==> src/rtl/i2c_tgt_pkg.sv <==
package i2c_tgt_pkg;

    localparam int BYTE_W = 8;
    localparam int ADDR_W = BYTE_W - 1;
    localparam int CNT_W  = $clog2(BYTE_W);

    typedef enum logic [3:0] {
        ST_IDLE     = 4'd0,
        ST_ADDR     = 4'd1,
        ST_ADDR_ACK = 4'd2,
        ST_WR_DATA  = 4'd3,
        ST_WR_ACK   = 4'd4,
        ST_RD_WAIT  = 4'd5,
        ST_RD_SETUP = 4'd6,
        ST_RD_DATA  = 4'd7,
        ST_RD_ACK   = 4'd8
    } tgt_state_e;

    typedef struct packed {
        tgt_state_e              state;
        logic [CNT_W-1:0]        bit_cnt;
        logic                    got_byte;
        logic [BYTE_W-1:0]       shreg;
        logic                    rw;
        logic                    mack;
        logic                    sda_oe;
        logic                    scl_oe;
        logic                    wr_stb;
        logic [BYTE_W-1:0]       wr_byte;
    } tgt_regs_t;

endpackage

==> src/rtl/i2c_tgt_line_sync.sv <==
module i2c_tgt_line_sync #(
    parameter int STAGES = 2
) (
    input  logic clk,
    input  logic rst_n,
    input  logic line_i,
    output logic line_s,
    output logic line_p
);
    localparam int PIPE_W = STAGES + 1;

    logic [PIPE_W-1:0] pipe_d, pipe_q;

    always_comb begin
        pipe_d = {pipe_q[PIPE_W-2:0], line_i};
    end

    // An idle bus floats high, so the pipe resets to ones.
    always_ff @(posedge clk or negedge rst_n) begin
        if (!rst_n) pipe_q <= '1;
        else        pipe_q <= pipe_d;
    end

    assign line_s = pipe_q[STAGES-1];
    assign line_p = pipe_q[STAGES];
endmodule

==> src/rtl/i2c_tgt_cond_detect.sv <==
module i2c_tgt_cond_detect (
    input  logic scl_s,
    input  logic scl_p,
    input  logic sda_s,
    input  logic sda_p,
    output logic scl_rise,
    output logic scl_fall,
    output logic start_det,
    output logic stop_det
);
    logic scl_held_high;

    always_comb begin
        scl_held_high = scl_s & scl_p;
        scl_rise      = scl_s & ~scl_p;
        scl_fall      = ~scl_s & scl_p;
        start_det     = scl_held_high & sda_p & ~sda_s;
        stop_det      = scl_held_high & ~sda_p & sda_s;
    end
endmodule

==> src/rtl/i2c_tgt_fsm.sv <==
module i2c_tgt_fsm
    import i2c_tgt_pkg::*;
#(
    parameter logic [ADDR_W-1:0] TGT_ADDR = 7'h52
) (
    input  logic              clk,
    input  logic              rst_n,
    input  logic              scl_s,
    input  logic              sda_s,
    input  logic              scl_rise,
    input  logic              scl_fall,
    input  logic              start_det,
    input  logic              stop_det,
    input  logic              rd_valid,
    input  logic [BYTE_W-1:0] rd_data,
    output logic              scl_oe,
    output logic              sda_oe,
    output logic              wr_strobe,
    output logic [BYTE_W-1:0] wr_data,
    output logic              rd_req
);
    localparam logic [CNT_W-1:0] CNT_LAST = CNT_W'(BYTE_W - 1);

    tgt_regs_t d, q;

    always_comb begin
        d        = q;
        d.wr_stb = 1'b0;
        if (stop_det) begin
            d.state    = ST_IDLE;
            d.sda_oe   = 1'b0;
            d.scl_oe   = 1'b0;
            d.bit_cnt  = '0;
            d.got_byte = 1'b0;
        end else if (start_det) begin
            d.state    = ST_ADDR;
            d.sda_oe   = 1'b0;
            d.scl_oe   = 1'b0;
            d.bit_cnt  = '0;
            d.got_byte = 1'b0;
        end else begin
            unique case (q.state)
                ST_IDLE: begin
                end
                ST_ADDR: begin
                    if (scl_rise) begin
                        d.shreg = {q.shreg[BYTE_W-2:0], sda_s};
                        if (q.bit_cnt == CNT_LAST) d.got_byte = 1'b1;
                        else                       d.bit_cnt  = q.bit_cnt + 1'b1;
                    end else if (scl_fall && q.got_byte) begin
                        d.got_byte = 1'b0;
                        d.bit_cnt  = '0;
                        if (q.shreg[BYTE_W-1 -: ADDR_W] == TGT_ADDR) begin
                            d.state  = ST_ADDR_ACK;
                            d.sda_oe = 1'b1;
                            d.rw     = q.shreg[0];
                        end else begin
                            d.state  = ST_IDLE;
                        end
                    end
                end
                ST_ADDR_ACK: begin
                    if (scl_fall) begin
                        d.sda_oe = 1'b0;
                        if (q.rw) begin
                            d.state  = ST_RD_WAIT;
                            d.scl_oe = 1'b1;
                        end else begin
                            d.state  = ST_WR_DATA;
                        end
                    end
                end
                ST_WR_DATA: begin
                    if (scl_rise) begin
                        d.shreg = {q.shreg[BYTE_W-2:0], sda_s};
                        if (q.bit_cnt == CNT_LAST) d.got_byte = 1'b1;
                        else                       d.bit_cnt  = q.bit_cnt + 1'b1;
                    end else if (scl_fall && q.got_byte) begin
                        d.got_byte = 1'b0;
                        d.bit_cnt  = '0;
                        d.wr_stb   = 1'b1;
                        d.wr_byte  = q.shreg;
                        d.sda_oe   = 1'b1;
                        d.state    = ST_WR_ACK;
                    end
                end
                ST_WR_ACK: begin
                    if (scl_fall) begin
                        d.sda_oe = 1'b0;
                        d.state  = ST_WR_DATA;
                    end
                end
                ST_RD_WAIT: begin
                    if (rd_valid) begin
                        d.shreg   = rd_data;
                        d.sda_oe  = ~rd_data[BYTE_W-1];
                        d.bit_cnt = '0;
                        d.state   = ST_RD_SETUP;
                    end
                end
                ST_RD_SETUP: begin
                    d.scl_oe = 1'b0;
                    d.state  = ST_RD_DATA;
                end
                ST_RD_DATA: begin
                    if (scl_fall) begin
                        if (q.bit_cnt == CNT_LAST) begin
                            d.sda_oe = 1'b0;
                            d.state  = ST_RD_ACK;
                        end else begin
                            d.shreg   = {q.shreg[BYTE_W-2:0], 1'b0};
                            d.sda_oe  = ~q.shreg[BYTE_W-2];
                            d.bit_cnt = q.bit_cnt + 1'b1;
                        end
                    end
                end
                ST_RD_ACK: begin
                    if (scl_rise) begin
                        d.mack = ~sda_s;
                    end else if (scl_fall) begin
                        if (q.mack) begin
                            d.state  = ST_RD_WAIT;
                            d.scl_oe = 1'b1;
                        end else begin
                            d.state  = ST_IDLE;
                        end
                    end
                end
                default: d.state = ST_IDLE;
            endcase
        end
    end

    always_ff @(posedge clk or negedge rst_n) begin
        if (!rst_n) q <= '0;
        else        q <= d;
    end

    assign scl_oe    = q.scl_oe;
    assign sda_oe    = q.sda_oe;
    assign wr_strobe = q.wr_stb;
    assign wr_data   = q.wr_byte;
    assign rd_req    = (q.state == ST_RD_WAIT);


    sda_low_only_chk: assert property (@(posedge clk) disable iff (!rst_n)
        !$stable(q.sda_oe) |-> !scl_s);


    wr_pulse_chk: assert property (@(posedge clk) disable iff (!rst_n)
        q.wr_stb |=> !q.wr_stb);


    stretch_hold_chk: assert property (@(posedge clk) disable iff (!rst_n)
        (rd_req && !rd_valid && !start_det && !stop_det) |=> (rd_req && q.scl_oe));


    stretch_cause_chk: assert property (@(posedge clk) disable iff (!rst_n)
        (q.scl_oe && !rd_req) |-> $past(rd_valid));


    stretch_release_chk: assert property (@(posedge clk) disable iff (!rst_n)
        (q.scl_oe && !rd_req) |=> !q.scl_oe);


    stop_idle_chk: assert property (@(posedge clk) disable iff (!rst_n)
        stop_det |=> (!q.sda_oe && !q.scl_oe && !rd_req));
endmodule

==> src/rtl/i2c_stretch_target.sv <==
module i2c_stretch_target #(
    parameter logic [i2c_tgt_pkg::ADDR_W-1:0] TGT_ADDR    = 7'h52,
    parameter int                             SYNC_STAGES = 2
) (
    input  logic                           clk,
    input  logic                           rst_n,
    input  logic                           scl_i,
    input  logic                           sda_i,
    output logic                           scl_oe,
    output logic                           sda_oe,
    output logic                           wr_strobe,
    output logic [i2c_tgt_pkg::BYTE_W-1:0] wr_data,
    output logic                           rd_req,
    input  logic                           rd_valid,
    input  logic [i2c_tgt_pkg::BYTE_W-1:0] rd_data
);
    localparam int NLINES  = 2;
    localparam int IDX_SCL = 0;
    localparam int IDX_SDA = 1;

    logic [NLINES-1:0] raw_lines, lvl_s, lvl_p;
    logic scl_rise, scl_fall, start_det, stop_det;

    assign raw_lines[IDX_SCL] = scl_i;
    assign raw_lines[IDX_SDA] = sda_i;

    for (genvar g = 0; g < NLINES; g++) begin : g_sync
        i2c_tgt_line_sync #(.STAGES(SYNC_STAGES)) u_sync (
            .clk    (clk),
            .rst_n  (rst_n),
            .line_i (raw_lines[g]),
            .line_s (lvl_s[g]),
            .line_p (lvl_p[g])
        );
    end

    i2c_tgt_cond_detect u_cond (
        .scl_s     (lvl_s[IDX_SCL]),
        .scl_p     (lvl_p[IDX_SCL]),
        .sda_s     (lvl_s[IDX_SDA]),
        .sda_p     (lvl_p[IDX_SDA]),
        .scl_rise  (scl_rise),
        .scl_fall  (scl_fall),
        .start_det (start_det),
        .stop_det  (stop_det)
    );

    i2c_tgt_fsm #(.TGT_ADDR(TGT_ADDR)) u_fsm (
        .clk       (clk),
        .rst_n     (rst_n),
        .scl_s     (lvl_s[IDX_SCL]),
        .sda_s     (lvl_s[IDX_SDA]),
        .scl_rise  (scl_rise),
        .scl_fall  (scl_fall),
        .start_det (start_det),
        .stop_det  (stop_det),
        .rd_valid  (rd_valid),
        .rd_data   (rd_data),
        .scl_oe    (scl_oe),
        .sda_oe    (sda_oe),
        .wr_strobe (wr_strobe),
        .wr_data   (wr_data),
        .rd_req    (rd_req)
    );
endmodule

==> config.mk <==
export PLATFORM = sky130hd
export DESIGN_NAME = i2c_stretch_target
export DESIGN_NICKNAME = d
export VERILOG_FILES = /design/src/rtl/i2c_tgt_pkg.sv /design/src/rtl/i2c_tgt_line_sync.sv /design/src/rtl/i2c_tgt_cond_detect.sv /design/src/rtl/i2c_tgt_fsm.sv /design/src/rtl/i2c_stretch_target.sv
export SDC_FILE = /design/constraint.sdc
export NUM_CORES = 1
export LEC_CHECK = 0
export ABC_AREA = 1
export BUFFER_PORTS_ARGS = -buffer_cell sky130_fd_sc_hd__buf_2
export CAP_MARGIN = 40
export CORE_MARGIN = 1
export CORE_UTILIZATION = 45
export CTS_BUF_LIST = sky130_fd_sc_hd__clkbuf_8
export CTS_CLUSTER_DIAMETER = 30
export CTS_CLUSTER_SIZE = 12
export DETAILED_ROUTE_END_ITERATION = 7
export PLACE_DENSITY = 0.76
export SLEW_MARGIN = 10
export SYNTH_ARGS = -nofsm -noshare
export SYNTH_HDL_FRONTEND = slang
export SYNTH_SLANG_ARGS = --single-unit
==> constraint.sdc <==
create_clock -name clk -period 2.2 [get_ports clk]
set_input_delay 0.33 -clock clk [delete_from_list [all_inputs] [get_ports clk]]
set_output_delay 0.33 -clock clk [all_outputs]
set_load 0.02 [all_outputs]
==> flow_summary_export.csv <==
group,metric,value,unit
sta,finalCritPeriodShare,0.852,
clock_tree,clock_latency,0.30,ns
power,powerDensity,854,nW/um2
final_layout,post_route_cells_drive_above_1_share,0.263,
sta,tightest_slew,0.788,ns
clock_tree,clk_pin_slew_worst_paths,0.08,ns
critical_path,start_kind,"flop",
clock_tree,cts_tree,"yes",
die,num_io_pins,25,
critical_path,slowest_delay,0.46,ns
hold_path,hold_class,"in -> async",
clock_tree,cts_buffer_depth,2,
sta,finalSetupViolCount,0,
clock_tree,ctsResizeCount,0,
power,p_seq_frac,0.405,
grt,grt_max_degree,36,
critical_path,end_kind,"output port",
synthesis,synth_seq_area_share,0.424,
grt,grt_pass1_vias,1638,
place,io_buffers,24,
clock_tree,hold_buffers,0,
clock_tree,h-tree-depth,2,
synthesis,synth_area_per_cell,7.66,um2
sta,slew-limit-headroom,0.475,
final_layout,fin_util,0.519,
sta,hold_viol,0,
sta,fin_skew,0.00749,ns
critical_path,path_delay_family,"flip-flops",
route,vias,1807,
critical_path,worst-path-buf-inv,3,
die,die_w,70.1,um
place,placed_area,2180,um2
power,total_power,1.96,mW
route,drt_iter0_markers,116,
synthesis,yosysWarningCount,0,
synthesis,syn_nets,286,
synthesis,ys_ff_latch,35,
sta,period_needed,1.87,ns
critical_path,required,1.87,ns
final_layout,layout.nets,306,
die,core,4410,um2
clock_tree,numClockSinks,35,
die,initial_core_util,0.472,
route,first_pass_iters,4,
route,drt-total-wl,4450,um
power,vdd_drop_max,0.000403,V
power,clkPwrFrac,0.303,
die,die_area,4910,um2
die,std_cell_rows,24,
critical_path,worstSetupPathType,"reg -> out",
power,p_leak,1.19,nW
route,drc,0,
sta,fin_hold_ws,0.115,ns
power,p_int,1.25,mW
critical_path,r2r-start,"g_sync[0].u_sync.pipe_q[2]",
clock_tree,post_cts_buffers,0,
synthesis,synthArstFlopShare,1.00,
sta,tns,0,ns
place,place.gp.congestion,0.989,
critical_path,cp_max_fo,15,
grt,grt_pass1_wl,7490,um
synthesis,synth_area_leaders,"dfrtp_1 (35%), nand2_1 (14%), dfstp_2 (7.6%)",
power,p_comb_frac,0.292,
clock_tree,cts_made_buffers,5,
grt,antenna_found_initial,0,
grt,grt.overflow.total,0,
critical_path,cp_cell_sequence,"inv_2, nor2_4, nand2_2, inv_1, buf_2",
synthesis,netlist-cell-type-count,28,
critical_path,cpMaxStageDelayCell,"dfrtp_1",
clock_tree,cts-root-buf,"clkbuf_8",
synthesis,yosysMostFrequentCell,"nand2_1",
synthesis,synth.cells.most_frequent,"nand2_1 (75), dfrtp_1 (29), inv_1 (26), o21ai_0 (23), nand3_1 (19)",
final_layout,diodes,0,
route,routedWlPerCell,12.9,um
synthesis,synth_edf_count,0,
power,switching_share,0.361,
synthesis,synth_top_area_share,0.348,
status,outcome,"complete, no violations",
sta,rsz0062_at_grt,"false",
final_layout,post-route-cell-area,2290,um2
route,via_per_inst,5.24,
die,die_h,70.1,um
synthesis,synth_cells,272,
synthesis,yosysTopAreaCell,"dfrtp_1",
critical_path,crit_arrival,1.54,ns
synthesis,dominantRegCellSynth,"dfrtp_1",
job,cap_violations,0,
synthesis,synthesis.area,2080,um2
final_layout,areaGrowthSynthToFinish,9.96,%
power,power_switching,0.706,mW
route,detail-route-antenna-nets,0,
grt,track_usage,0.198,
critical_path,crit_start,"u_fsm.q[27]",
sta,timing.fmax,0.533,GHz
place,dp_hpwl,3350,um
sta,drv_slew,0,
==> power by group through the flow <==
stage	sequential [mW]	combinational [mW]	clock, mW
after detailed placement	0.803	0.559	0
after floorplan	0.808	0.417	0
after global routing	0.803	0.641	0.633
after CTS	0.791	0.566	0.600
after global placement	0.802	0.547	0
final	0.793	0.572	0.593
==> final timing paths <==
path,slack [ns],endpoint,cells past startpoint
worst min register to register,0.36,g_sync[0].u_sync.pipe_q[1],0
worst min-delay path,0.11,u_fsm.q[16],1
worst max register to register,0.47,u_fsm.sda_oe,7
min in group clk,0.13,g_sync[0].u_sync.pipe_q[0],1
max in group asynchronous,1.59,u_fsm.q[18],1
worst max-delay path,0.33,rd_req,5
==> cell type report <==
class	instances	area (um2)
clock buffers	5	68.8
clock inverters	3	43.8
fillers	428	2120
inverters	33	124
multi-input cells	192	980
flip-flops and latches	35	883
well taps	52	65.1
repair buffers	25	128
==> layout by cell type, fill, tap and decap left out, drive strengths merged <==
cell and n:
a21oi 4, a31oi 1, buf 25, bufinv 1, clkbuf 5, clkinv 2
dfrtp 29, dfstp 6, ha 1, inv 33, nand2 85, nand3 23
nand3b 1, nand4 5, nor2 26, nor3 1, o21ai 43, o21bai 1
or2 1
==> kinds of logic (layout without fill, tap and decap cells) <==
logic type / Yosys count / in the layout / share of synthesized area
adder cells (fa/ha/maj): 1 / 1 / 0.00600
flip-flops: 35 / 35 / 0.424
AO/OA/AOI/OAI: 49 / 49 / 0.136
AND/OR/NAND/NOR: 142 / 142 / 0.328
buffers and inverters: 45 / 66 / 0.106
==> through the flow <==
step / cells / worst slack (ns)
detailed placement: 337 / 0.523
CTS: 345 / 0.320
global placement: 337 / 0.546
finish: 345 / 0.325
floorplan: 272 / 0.708
global route: 345 / 0.175
==> layer usage <==
metal  track usage  up-vias  part of all wire
met5             0        -                 0
met4        0.0956        0             0.022
met3        0.0476       11             0.058
met2         0.297       60              0.46
met1         0.268      830              0.46
li1              -      906                 -
==> registers in the layout, summed over array words and instances (netlist names) <==
| name | cells |
|---|---|
| u_fsm.wr_data | 8 |
| u_fsm.wr_strobe | 1 |
| u_fsm.q | 18 |
| u_fsm.scl_oe | 1 |
| g_sync.u_sync.pipe_q | 6 |
| u_fsm.sda_oe | 1 |
Power figures use the tool's default switching activity.
